[src/rtl/netctl_pkg.sv]
package netctl_pkg;
  localparam int DATA_W   = 32;

  localparam int A_CTRL   = 0;
  localparam int A_STAT   = 1;
  localparam int A_TXBASE = 2;
  localparam int A_TXPTR  = 3;
  localparam int A_ISR    = 4;
  localparam int A_IEN    = 5;
  localparam int A_IDIS   = 6;
  localparam int A_IMASK  = 7;

  localparam int CB_LOOP  = 1;
  localparam int CB_RXEN  = 2;
  localparam int CB_TXEN  = 3;
  localparam int CB_TXGO  = 9;

  localparam logic [DATA_W-1:0] CTRL_RO_MASK  = 32'hFFF8_0000;
  localparam logic [DATA_W-1:0] CTRL_W1C_MASK = 32'h0000_0200;
endpackage

[src/rtl/nc_mask_reg.sv]
module nc_mask_reg #(
  parameter int             W        = 32,
  parameter logic [W-1:0]   RO_MASK  = '0,
  parameter logic [W-1:0]   W1C_MASK = '0,
  parameter logic [W-1:0]   RST_VAL  = '0
) (
  input  logic         clk_i,
  input  logic         rst_ni,
  input  logic         we_i,
  input  logic [W-1:0] wdata_i,
  input  logic [W-1:0] set_i,
  output logic [W-1:0] q_o
);
  localparam logic [W-1:0] KEEP_MASK = RO_MASK | W1C_MASK;

  logic [W-1:0] q_q, wr_val, wr_next, d;

  always_comb begin
    wr_val  = wdata_i & ~RO_MASK;
    wr_next = (wr_val & ~W1C_MASK) | (q_q & KEEP_MASK);
    wr_next = wr_next & ~(W1C_MASK & wr_val);
    d       = (we_i ? wr_next : q_q) | set_i;
  end

  always_ff @(posedge clk_i or negedge rst_ni)
    if (!rst_ni) q_q <= RST_VAL;
    else         q_q <= d;

  assign q_o = q_q;

  assert_ro_hold_R2: assert property (@(posedge clk_i) disable iff (!rst_ni)
    (we_i && set_i == '0) |=> ((q_o & RO_MASK) == $past(q_o & RO_MASK)));

  assert_w1c_clear_R3: assert property (@(posedge clk_i) disable iff (!rst_ni)
    (we_i && |(wdata_i & W1C_MASK & ~set_i))
      |=> ((q_o & $past(wdata_i & W1C_MASK & ~set_i)) == '0));

  assert_idle_stable_R10: assert property (@(posedge clk_i) disable iff (!rst_ni)
    (!we_i && set_i == '0) |=> $stable(q_o));
endmodule

[src/rtl/nc_irq_ctrl.sv]
module nc_irq_ctrl #(
  parameter int N = 16
) (
  input  logic         clk_i,
  input  logic         rst_ni,
  input  logic         isr_we_i,
  input  logic         ien_we_i,
  input  logic         idis_we_i,
  input  logic [N-1:0] wdata_i,
  input  logic [N-1:0] evt_i,
  output logic [N-1:0] isr_o,
  output logic [N-1:0] imask_o,
  output logic         irq_o
);
  logic [N-1:0] imask_q, evt_set;
  logic         irq_q;

  assign evt_set = evt_i & ~imask_q;

  nc_mask_reg #(
    .W(N), .RO_MASK('0), .W1C_MASK({N{1'b1}}), .RST_VAL('0)
  ) u_isr (
    .clk_i(clk_i), .rst_ni(rst_ni), .we_i(isr_we_i),
    .wdata_i(wdata_i), .set_i(evt_set), .q_o(isr_o)
  );

  always_ff @(posedge clk_i or negedge rst_ni)
    if (!rst_ni)        imask_q <= {N{1'b1}};
    else if (idis_we_i) imask_q <= imask_q | wdata_i;
    else if (ien_we_i)  imask_q <= imask_q & ~wdata_i;

  // level output re-evaluated one cycle after status or mask moves
  always_ff @(posedge clk_i or negedge rst_ni)
    if (!rst_ni) irq_q <= 1'b0;
    else         irq_q <= |(isr_o & ~imask_q);

  assign imask_o = imask_q;
  assign irq_o   = irq_q;

  assert_idis_sets_R4: assert property (@(posedge clk_i) disable iff (!rst_ni)
    idis_we_i |=> ((imask_o & $past(wdata_i)) == $past(wdata_i)));

  assert_ien_clears_R4: assert property (@(posedge clk_i) disable iff (!rst_ni)
    (ien_we_i && !idis_we_i) |=> ((imask_o & $past(wdata_i)) == '0));

  assert_masked_evt_R5: assert property (@(posedge clk_i) disable iff (!rst_ni)
    |(evt_i & imask_o & ~isr_o) |=> ((isr_o & $past(evt_i & imask_o & ~isr_o)) == '0));

  assert_evt_sets_R5: assert property (@(posedge clk_i) disable iff (!rst_ni)
    |(evt_i & ~imask_o) |=> ((isr_o & $past(evt_i & ~imask_o)) == $past(evt_i & ~imask_o)));

  assert_irq_rise_R6: assert property (@(posedge clk_i) disable iff (!rst_ni)
    $rose(irq_o) |-> $past(|(isr_o & ~imask_o)));

  assert_irq_fall_R6: assert property (@(posedge clk_i) disable iff (!rst_ni)
    $fell(irq_o) |-> !$past(|(isr_o & ~imask_o)));
endmodule

[src/rtl/netctl_regbank.sv]
module netctl_regbank
  import netctl_pkg::*;
#(
  parameter int ADDR_W = 4,
  parameter int N_IRQ  = 16
) (
  input  logic              clk_i,
  input  logic              rst_ni,
  input  logic [ADDR_W-1:0] addr_i,
  input  logic [31:0]       wdata_i,
  input  logic              wr_en_i,
  input  logic              rd_en_i,
  output logic [31:0]       rd_data_o,
  input  logic [N_IRQ-1:0]  irq_evt_i,
  input  logic [31:0]       net_status_i,
  output logic              irq_o,
  output logic              loopback_o,
  output logic              rx_en_o,
  output logic              tx_en_o,
  output logic              tx_start_o,
  output logic              rx_fetch_o,
  output logic [31:0]       txq_ptr_o
);
  localparam int PAD_W = DATA_W - N_IRQ;

  logic wr_ctrl, wr_base, wr_isr, wr_ien, wr_idis;
  logic [DATA_W-1:0] ctrl_q, base_q, ptr_q, rd_mux, rd_q;
  logic [N_IRQ-1:0]  isr, imask;
  logic              txgo_q, rxfetch_q;

  assign wr_ctrl = wr_en_i && (addr_i == ADDR_W'(A_CTRL));
  assign wr_base = wr_en_i && (addr_i == ADDR_W'(A_TXBASE));
  assign wr_isr  = wr_en_i && (addr_i == ADDR_W'(A_ISR));
  assign wr_ien  = wr_en_i && (addr_i == ADDR_W'(A_IEN));
  assign wr_idis = wr_en_i && (addr_i == ADDR_W'(A_IDIS));

  nc_mask_reg #(
    .W(DATA_W), .RO_MASK(CTRL_RO_MASK), .W1C_MASK(CTRL_W1C_MASK), .RST_VAL('0)
  ) u_ctrl (
    .clk_i(clk_i), .rst_ni(rst_ni), .we_i(wr_ctrl),
    .wdata_i(wdata_i), .set_i('0), .q_o(ctrl_q)
  );

  nc_mask_reg #(
    .W(DATA_W), .RO_MASK('0), .W1C_MASK('0), .RST_VAL('0)
  ) u_txbase (
    .clk_i(clk_i), .rst_ni(rst_ni), .we_i(wr_base),
    .wdata_i(wdata_i), .set_i('0), .q_o(base_q)
  );

  nc_irq_ctrl #(.N(N_IRQ)) u_irq (
    .clk_i(clk_i), .rst_ni(rst_ni),
    .isr_we_i(wr_isr), .ien_we_i(wr_ien), .idis_we_i(wr_idis),
    .wdata_i(wdata_i[N_IRQ-1:0]), .evt_i(irq_evt_i),
    .isr_o(isr), .imask_o(imask), .irq_o(irq_o)
  );

  // queue pointer reloads whenever transmit enable is written low
  always_ff @(posedge clk_i or negedge rst_ni)
    if (!rst_ni)                           ptr_q <= '0;
    else if (wr_ctrl && !wdata_i[CB_TXEN]) ptr_q <= base_q;

  always_ff @(posedge clk_i or negedge rst_ni)
    if (!rst_ni) begin
      txgo_q    <= 1'b0;
      rxfetch_q <= 1'b0;
    end else begin
      txgo_q    <= wr_ctrl && wdata_i[CB_TXGO];
      rxfetch_q <= wr_ctrl && wdata_i[CB_RXEN];
    end

  always_comb begin
    rd_mux = '0;
    case (addr_i)
      ADDR_W'(A_CTRL):   rd_mux = ctrl_q;
      ADDR_W'(A_STAT):   rd_mux = net_status_i;
      ADDR_W'(A_TXBASE): rd_mux = base_q;
      ADDR_W'(A_TXPTR):  rd_mux = ptr_q;
      ADDR_W'(A_ISR):    rd_mux = {{PAD_W{1'b0}}, isr};
      ADDR_W'(A_IMASK):  rd_mux = {{PAD_W{1'b0}}, imask};
      default:           rd_mux = '0;
    endcase
  end

  always_ff @(posedge clk_i or negedge rst_ni)
    if (!rst_ni)      rd_q <= '0;
    else if (rd_en_i) rd_q <= rd_mux;

  assign rd_data_o  = rd_q;
  assign loopback_o = ctrl_q[CB_LOOP];
  assign rx_en_o    = ctrl_q[CB_RXEN];
  assign tx_en_o    = ctrl_q[CB_TXEN];
  assign tx_start_o = txgo_q;
  assign rx_fetch_o = rxfetch_q;
  assign txq_ptr_o  = ptr_q;

  assert_txgo_src_R7: assert property (@(posedge clk_i) disable iff (!rst_ni)
    tx_start_o |-> $past(wr_en_i && addr_i == ADDR_W'(A_CTRL) && wdata_i[CB_TXGO]));

  assert_txgo_never_stored_R3: assert property (@(posedge clk_i) disable iff (!rst_ni)
    !ctrl_q[CB_TXGO]);

  assert_ptr_hold_R8: assert property (@(posedge clk_i) disable iff (!rst_ni)
    !(wr_en_i && addr_i == ADDR_W'(A_CTRL)) |=> $stable(txq_ptr_o));

  assert_unmapped_R10: assert property (@(posedge clk_i) disable iff (!rst_ni)
    (wr_en_i && addr_i > ADDR_W'(A_IMASK)) |=> ($stable(ctrl_q) && $stable(base_q)));
endmodule

[config.mk]
export PLATFORM = sky130hd
export DESIGN_NAME = netctl_regbank
export DESIGN_NICKNAME = d
export VERILOG_FILES = /design/src/rtl/netctl_pkg.sv /design/src/rtl/nc_mask_reg.sv /design/src/rtl/nc_irq_ctrl.sv /design/src/rtl/netctl_regbank.sv
export SDC_FILE = /design/constraint.sdc
export NUM_CORES = 1
export LEC_CHECK = 0
export BUFFER_PORTS_ARGS = -buffer_cell sky130_fd_sc_hd__buf_2
export CAP_MARGIN = 20
export CORE_MARGIN = 5
export CORE_UTILIZATION = 52
export CTS_BUF_LIST = sky130_fd_sc_hd__clkbuf_16
export CTS_CLUSTER_SIZE = 12
export DETAILED_ROUTE_END_ITERATION = 6
export GPL_ROUTABILITY_DRIVEN = 0
export PLACE_DENSITY = 0.82
export SLEW_MARGIN = 20
export SYNTH_ARGS = -nofsm -noshare
export SYNTH_HDL_FRONTEND = slang
export SYNTH_SLANG_ARGS = --single-unit
[constraint.sdc]
create_clock -name clk_i -period 3.6 [get_ports clk_i]
set_input_delay 0.72 -clock clk_i [delete_from_list [all_inputs] [get_ports clk_i]]
set_output_delay 0.72 -clock clk_i [all_outputs]
set_load 0.01 [all_outputs]
[Yosys cells after proc, flatten, opt, wreduce, memory -nomap -nowiden]
Cells that the tools add are included.
Storage, ports and cells
  register bits: 163
  word-level logic and storage cells: 43
Operators by class
  mux-type cells: 4
  bitwise operators: 11
  reduce and logical (&&, ||, !) cells: 12
  equal/unequal tests: 7
Operators by type and width (number)
  case mux 32 bit (6 select lines): 1
  bitwise AND 16 bit: 4
  two-way mux 16 bit: 3
  bitwise AND 32 bit: 1
  NOT 10 -> 32 bit: 1
  NOT 16 bit: 2
  bitwise OR 16 bit: 2
  bitwise OR 19 x 32 -> 32 bit: 1
  equality test 4 x 3 -> 1 bit (second input constant): 4
  OR reduction 16 bit: 1
  equality test 4 x 2 -> 1 bit (second input constant): 2
  logical AND 1 bit: 8
  equality test 4 x 1 -> 1 bit (second input constant): 1
  logical NOT 4 bit: 1
  nonzero test 2 bit: 1
  logical NOT 1 bit: 1

[Logic depth before layout (Yosys ltp)]
Gate-level depths: netlist of run 1.
  word-level depth: 4
  gate-level depth with buffers: 7

[Cells and area by module]
Synthesis of run 1 repeated with hierarchy kept, for this count alone.
Second synthesis, totals
  cells, all modules: 644
  area, all modules: 8042.7 um2
Modules (own cells, without submodules)
  netctl_regbank: seq. area each 1651.6 um2, area an instance 3945.0 um2, instances 1, cells each 314
  nc_mask_reg (u_txbase): seq. area each 800.8 um2, area an instance 1347.5 um2, instances 1, cells each 103
  nc_mask_reg (u_ctrl): seq. area each 800.8 um2, area an instance 1212.4 um2, instances 1, cells each 87
  nc_irq_ctrl: seq. area each 445.4 um2, area an instance 925.9 um2, instances 1, cells each 90
  nc_mask_reg (u_irq.u_isr): seq. area each 400.4 um2, area an instance 611.8 um2, instances 1, cells each 50

[Worst setup path before layout of run 1]
Ideal clock, no wire load.
  kind: input-to-reg
  start point: input addr_i[1]
  end point: register ptr_q[10], in the netlist txq_ptr_o[10]
  arrival: 2193 ps
  setup time: 125 ps
  data required time: 3475 ps
  cell stages on the path: 7
  slack: 1282 ps
  path through: buf_2 -> nor4_4 -> nand2_4 -> or2_1 -> buf_2 -> buf_6 -> mux2_4
Between the ends
  word-level cells in the longest chain between the ends: 3
RTL lines
  from (decl): RTL line netctl_regbank.sv:9  | input logic [ADDR_W-1:0] addr_i,
  logical NOT 4 bit: RTL line netctl_regbank.sv:31  | assign wr_ctrl = wr_en_i && (addr_i == ADDR_W'(A_CTRL));
  logical AND 1 bit: RTL line netctl_regbank.sv:31
  logical AND 1 bit: RTL line netctl_regbank.sv:61  | else if (wr_ctrl && !wdata_i[CB_TXEN]) ptr_q <= base_q;
  to (signal assigned): RTL line netctl_regbank.sv:61
  to (decl): RTL line netctl_regbank.sv:27  | logic [DATA_W-1:0] ctrl_q, base_q, ptr_q, rd_mux, rd_q;
No other way between the ends.
A chain may end at the register's enable or synchronous reset.

[Final worst setup path of run 1]
Same ends and word-level chain as after synthesis.

==> impl_metrics.py, run 1 <==
metrics = {
    "run_status": {
        "outcome": "complete, no violations",
    },
    "timing": {
        "finalHoldViolations": 0,
        "setup_ws_ns": 1.41,
        "slew_headroom_pct": 38.2,
        "slew_viol_final": 0,
        "worst_pin_slew_ns": 0.924,
        "min_period_ns": 2.19,
        "max_freq_mhz": 457,
        "setup_tns_ns": 0,
        "rsz0062_at_grt": "no",
        "min_period_over_period_pct": 60.8,
        "setup_viol": 0,
        "skew_ns": 0.00584,
        "hold_slack_ns": 0.374,
    },
    "worst_setup_path": {
        "slowest_delay_ns": 0.55,
        "rrSetupSlack_ns": 2.10,
        "endpoint_kind": "flop",
        "reg2reg_depth": 4,
        "arrival_ns": 2.50,
        "r2r-start": "u_irq.imask_o[6]$_DFFE_PN1P_",
        "crit_fanout": 32,
        "cp.required_ns": 3.91,
        "cp-start-kind": "input pin",
        "crit_chain": "buf_2 -> nor4_4 -> nand2_4 -> or2_4 -> mux2_4",
        "worstReg2RegEnd": "u_irq.irq_o$_DFF_PN0_",
        "crit_path_end": "txq_ptr_o[10]$_DFFE_PN0P_",
        "critPathLaunch": "addr_i[1]",
        "slowest_stage": "or2_4",
        "critical_path_class": "input pin to flop",
    },
    "detailed_routing": {
        "drtPass1Iterations": 7,
        "drt-initial-drc-count": 549,
        "avgRoutedWirePerCell_um": 22.2,
        "vias": 5102,
        "vias_per_cell": 6.17,
        "totalWireLength_mm": 18.3,
        "ant_nets": 0,
        "drc": 0,
    },
    "global_routing": {
        "grt_pass1_vias": 5292,
        "grt_pass1_wl_mm": 28.5,
        "grt_start_max_net_pins": 98,
        "antenna_found_initial": 0,
        "overflow": 0,
        "grt_use_total_pct": 25.1,
    },
    "placed_design": {
        "dpl-instance-area_um2": 7570,
        "dpl.hpwl_mm": 12.0,
        "portBuffers": 157,
        "dp_cells": 795,
        "pre_cts_ws_ns": 0.989,
    },
    "clock_network": {
        "h-tree-depth": 4,
        "post-cts-setup-buffers": 0,
        "cts_buffers": 17,
        "post_cts_resized": 0,
        "clock_latency_ns": 0.42,
        "cts_tree": "yes",
        "clk_pin_slew_ns": 0.06,
        "cts_root_buf": "clkbuf_16",
        "cts_hold_buf": 0,
        "cts_sinks": 150,
        "clock_path_buffers": 2,
    },
    "run": {
        "cap_violations": 0,
    },
    "synthesis": {
        "synth_top_family_by_area": "compound AO/OA/AOI/OAI gates",
        "synth_compound_area_share_pct": 19.3,
        "ys_seq_area_share_pct": 57.2,
        "syn_avg_cell_area_um2": 13.4,
        "synthAdderAreaFrac_pct": 0,
        "async_flop_share_pct": 100,
        "yosys_warnings": 0,
        "syn_area_um2": 6590,
        "synthXorXnorAreaFrac_pct": 0.133,
        "netlist_instances": 491,
        "synthDistinctLibCells": 32,
        "synth_fp_nets": 579,
        "synth_top_flop_cell": "dfrtp_1",
        "synth-seq-cells": 150,
        "synth_edf_count": 0,
        "yosys-mux-area-fraction_pct": 15.5,
        "synth-simple-area-share_pct": 4.27,
    },
    "worst_hold_path": {
        "min_path_type": "input pin to asynchronous set/reset pin",
    },
    "die": {
        "coreArea_um2": 12500,
        "rows": 41,
        "die_x_um": 123,
        "ioPinCount": 158,
        "die_area_um2": 15000,
        "initial_core_util_pct": 52.7,
        "dieHeight_um": 123,
    },
    "power_and_ir_drop": {
        "clkPwrFrac_pct": 34.4,
        "ir_drop_v": 0.000316,
        "internal_power_mw": 3.18,
        "finalPower_mw": 4.35,
        "leakage_nw": 4.00,
        "netSwitchingFraction_pct": 26.8,
        "power_frac_seq_pct": 50.3,
        "p_per_area_nw_per_um2": 540,
        "comb_power_share_pct": 15.4,
        "p_switching_mw": 1.17,
    },
    "finish": {
        "drive_gt1_share_pct": 44.4,
        "final_cells": 827,
        "final_common_cell": "buf_2",
        "insertedDiodeCount": 0,
        "nNetsFinal": 730,
        "n_fill_cell": 966,
        "final_cell_mix": "buf_2, dfrtp_1, mux2_2, a22oi_1, a22o_1",
        "finish.instance_area_um2": 8060,
        "syn2layout_area_growth_pct": 22.2,
        "final_util_pct": 64.4,
    },
}
==> state kept, by name, indices dropped and copies added (netlist names) <==
signal and cells:
rd_data_o 32, txq_ptr_o 32, u_txbase.q_o 32, u_ctrl.q_o 19, u_irq.imask_o 16, u_irq.u_isr.q_o 16, rx_fetch_o 1, tx_start_o 1
u_irq.irq_o 1
==> synthesized netlist by cell type (16+ instances only) <==
cell,instances,share of area [%]
dfrtp_1,134,51
a22oi_1,48,5.5
mux2_2,48,8.2
a22o_1,39,5.2
nand2_1,33,1.9
mux2_4,30,6.8
clkbuf_1,21,1.2
a21o_1,17,1.9
inv_1,17,0.97
a31oi_1,16,1.5
dfstp_2,16,6.4
o2bb2ai_1,16,2.1
==> critical path: cells and delay by family <==
family	cells	cell delay, ns
muxes	1	0.39
and+or+nand+nor	3	1.18
buffers and inverters	1	0.18
==> worst min path at each step <==
stage                                   startpoint                            to  slack, ns  cells after the start
after CTS                                   rst_ni  u_txbase.q_o[19]$_DFFE_PN0P_       0.42                      1
after global placement    rd_data_o[7]$_DFFE_PN0P_      rd_data_o[7]$_DFFE_PN0P_       0.46                      1
after detailed placement  rd_data_o[3]$_DFFE_PN0P_      rd_data_o[3]$_DFFE_PN0P_       0.46                      1
final                                       rst_ni  u_txbase.q_o[19]$_DFFE_PN0P_       0.37                      1
after global routing                        rst_ni  u_txbase.q_o[19]$_DFFE_PN0P_       0.45                      1
after floorplan                             rst_ni      rd_data_o[0]$_DFFE_PN0P_       0.42                      0
==> routing by layer <==
layer | vias to the layer above | wire length [um] | global-route usage, %
met4 | 0 | 500 | 11.3
met3 | 40 | 1240 | 6.27
li1 | 2197 | - | -
met5 | - | 0 | 0
met2 | 226 | 9180 | 40.0
met1 | 2639 | 7400 | 32.8
==> cell families (layout without fill, tap and decap cells) <==
kind of cell              count (synthesis)  in the layout
xor gates and xnor gates                  1              1
and+or+nand+nor                          49             49
DFF                                     150            150
buffers and inverters                    53            217
muxes                                    81             81
AOI/OAI and AO/OA                       157            157
==> final cells by class <==
cell class | instances | area, um2 | area share, %
multi-input cells | 288 | 2620 | 32.5
repair buffers | 168 | 900 | 11.2
clock buffers | 17 | 425 | 5.28
well taps | 172 | 215 | 2.67
flip-flops and latches | 150 | 3770 | 46.8
inverters | 17 | 63.8 | 0.792
clock inverters | 15 | 62.6 | 0.776
==> power by group through the flow <==
stage / sequential (mW) / clock (mW) / combinational, mW
6_report: 2.19 / 1.50 / 0.668
3_5_place_dp: 2.20 / 0 / 0.675
3_3_place_gp: 2.18 / 0 / 0.648
5_1_grt: 2.22 / 1.59 / 0.726
4_1_cts: 2.18 / 1.51 / 0.675
2_1_floorplan: 2.19 / 0 / 0.364
Note: power is estimated with default switching activity, not from simulation.
==> inputs of run 2 (changes only) <==
--- a/config.mk
+++ b/config.mk
@@ -8,12 +8,12 @@
 export BUFFER_PORTS_ARGS = -buffer_cell sky130_fd_sc_hd__buf_2
 export CAP_MARGIN = 20
 export CORE_MARGIN = 5
-export CORE_UTILIZATION = 52
+export CORE_UTILIZATION = 48
 export CTS_BUF_LIST = sky130_fd_sc_hd__clkbuf_16
 export CTS_CLUSTER_SIZE = 12
 export DETAILED_ROUTE_END_ITERATION = 6
 export GPL_ROUTABILITY_DRIVEN = 0
-export PLACE_DENSITY = 0.82
+export PLACE_DENSITY = 0.8
 export SLEW_MARGIN = 20
 export SYNTH_ARGS = -nofsm -noshare
 export SYNTH_HDL_FRONTEND = slang
==> constraint.sdc (replaced) <==
create_clock -name clk_i -period 1.9 [get_ports clk_i]
set_input_delay 0.38 -clock clk_i [delete_from_list [all_inputs] [get_ports clk_i]]
set_output_delay 0.38 -clock clk_i [all_outputs]
set_load 0.01 [all_outputs]
==> impl_metrics.py, run 2 (synthesis results as in run 1) <==
metrics = {
    "clock_network": {
        "cts_hold_buf": 1,
        "cts_root_buf": "clkbuf_16",
        "clock_path_buffers": 2,
        "cts_sinks": 150,
        "clk_pin_slew_ns": 0.06,
        "h-tree-depth": 4,
        "cts_buffers": 17,
        "post-cts-setup-buffers": 0,
        "post_cts_resized": 0,
        "cts_tree": "yes",
        "clock_latency_ns": 0.41,
    },
    "worst_setup_path": {
        "critical_path_class": "flop to flop",
        "rrSetupSlack_ns": 0.38,
        "r2r-start": "u_irq.imask_o[6]$_DFFE_PN1P_",
        "worstReg2RegEnd": "u_irq.irq_o$_DFF_PN0_",
        "cp-start-kind": "flop",
        "slowest_delay_ns": 0.55,
        "crit_chain": "inv_1 -> a22o_1 -> a221oi_1 -> nand4_1",
        "reg2reg_depth": 4,
        "arrival_ns": 1.78,
        "cp.required_ns": 2.16,
        "slowest_stage": "dfstp_2",
        "endpoint_kind": "flop",
        "crit_fanout": 3,
    },
    "global_routing": {
        "antenna_found_initial": 1,
        "grt_start_max_net_pins": 44,
        "grt_pass1_wl_mm": 31.0,
        "grt_use_total_pct": 24.5,
        "overflow": 0,
        "grt_pass1_vias": 5574,
    },
    "detailed_routing": {
        "avgRoutedWirePerCell_um": 22.8,
        "drt-initial-drc-count": 500,
        "drtPass1Iterations": 6,
        "drc": 0,
        "totalWireLength_mm": 19.4,
        "vias_per_cell": 6.21,
        "vias": 5270,
        "ant_nets": 0,
    },
    "finish": {
        "syn2layout_area_growth_pct": 27.8,
        "finish.instance_area_um2": 8430,
        "final_util_pct": 63.1,
        "nNetsFinal": 749,
        "multi_input_area_um2": 2610,
        "drive_gt1_share_pct": 47.3,
        "n_fill_cell": 1029,
        "final_cell_mix": "buf_2, dfrtp_1, mux2_2, a22oi_1, a22o_1",
        "insertedDiodeCount": 0,
        "final_common_cell": "buf_2",
        "seq_area_um2": 3770,
    },
    "timing": {
        "rsz0062_at_grt": "no",
        "finalHoldViolations": 0,
        "min_period_ns": 1.52,
        "slew_headroom_pct": 68.3,
        "setup_ws_ns": 0.383,
        "min_period_over_period_pct": 79.8,
        "setup_tns_ns": 0,
        "skew_ns": 0.0101,
        "max_freq_mhz": 659,
        "slew_viol_final": 0,
        "setup_viol": 0,
        "worst_pin_slew_ns": 0.475,
    },
    "run": {
        "cap_violations": 0,
    },
    "die": {
        "initial_core_util_pct": 49.4,
        "coreArea_um2": 13300,
        "rows": 42,
        "dieHeight_um": 127,
        "die_x_um": 127,
        "ioPinCount": 158,
        "die_area_um2": 16200,
    },
    "placed_design": {
        "dpl-instance-area_um2": 7800,
        "dpl.hpwl_mm": 13.1,
        "portBuffers": 157,
        "pre_cts_ws_ns": -0.0296,
    },
    "worst_hold_path": {
        "min_to": "u_txbase.q_o[29]$_DFFE_PN0P_",
        "hold_depth": 2,
        "min_from": "wdata_i[29]",
        "min_path_type": "input pin to flop",
    },
    "power_and_ir_drop": {
        "ir_drop_v": 0.000634,
        "leakage_nw": 4.16,
        "finalPower_mw": 8.99,
        "p_per_area_nw_per_um2": 1070,
    },
    "run_status": {
        "outcome": "complete, no violations",
    },
}
-- run 2: cell types whose count changed in the layout (fill, tap and decap cells not counted), sizes merged --
cell,delta
bufinv,+4
dlygate4sd3,+1
inv,-5
buf,+18
-- run 2: area by class of cell --
type | instances | share of cell area [%]
flip-flops and latches | 150 | 44.8
multi-input cells | 288 | 31.0
repair buffers | 187 | 13.6
clock buffers | 17 | 5.05
well taps | 176 | 2.61
clock inverters | 14 | 2.21
inverters | 17 | 0.757
-- run 2: routing by layer --
| metal | global-route usage [%] | vias to the layer above | routed length (um) | part of all wire (%) |
|---|---|---|---|---|
| li1 | - | 2219 | - | - |
| met2 | 40.8 | 293 | 9650 | 50 |
| met1 | 31.5 | 2711 | 7620 | 39 |
| met4 | 8.39 | 2 | 447 | 2.3 |
| met3 | 5.84 | 45 | 1660 | 8.6 |
| met5 | 0 | - | 7 | 0.036 |
-- run 2: how the worst max path moves through the flow --
stage / startpoint / endpoint / cells after the start
after floorplan: addr_i[2] / txq_ptr_o[10]$_DFFE_PN0P_ / 7
after global placement: addr_i[2] / txq_ptr_o[19]$_DFFE_PN0P_ / 6
after detailed placement: addr_i[2] / txq_ptr_o[23]$_DFFE_PN0P_ / 6
after CTS: u_irq.imask_o[6]$_DFFE_PN1P_ / u_irq.irq_o$_DFF_PN0_ / 4
after global routing: u_irq.imask_o[6]$_DFFE_PN1P_ / u_irq.irq_o$_DFF_PN0_ / 4
final: u_irq.imask_o[6]$_DFFE_PN1P_ / u_irq.irq_o$_DFF_PN0_ / 4
-- run 2: where the power goes --
part | internal (mW) | switching, mW | leakage [nW]
Clock | 2.18 | 1.31 | 0.304
Combinational | 0.717 | 0.612 | 2.02
Sequential | 3.75 | 0.417 | 1.84
Total | 6.65 | 2.34 | 4.16
-- run 2: critical path: cells and delay by family (launching register included) --
family	cells	cell delay (ns)
compound gates	2	0.60
buf+inv	1	0.06
flops	1	0.55
simple gates	1	0.16
-- run 2: metrics by stage --
step | cells | hold slack (ns)
2_1_floorplan | 491 | 0.0844
3_3_place_gp | 817 | 0.323
3_5_place_dp | 817 | 0.334
4_1_cts | 849 | 0.181
5_1_grt | 849 | 0.178
6_report | 849 | 0.189
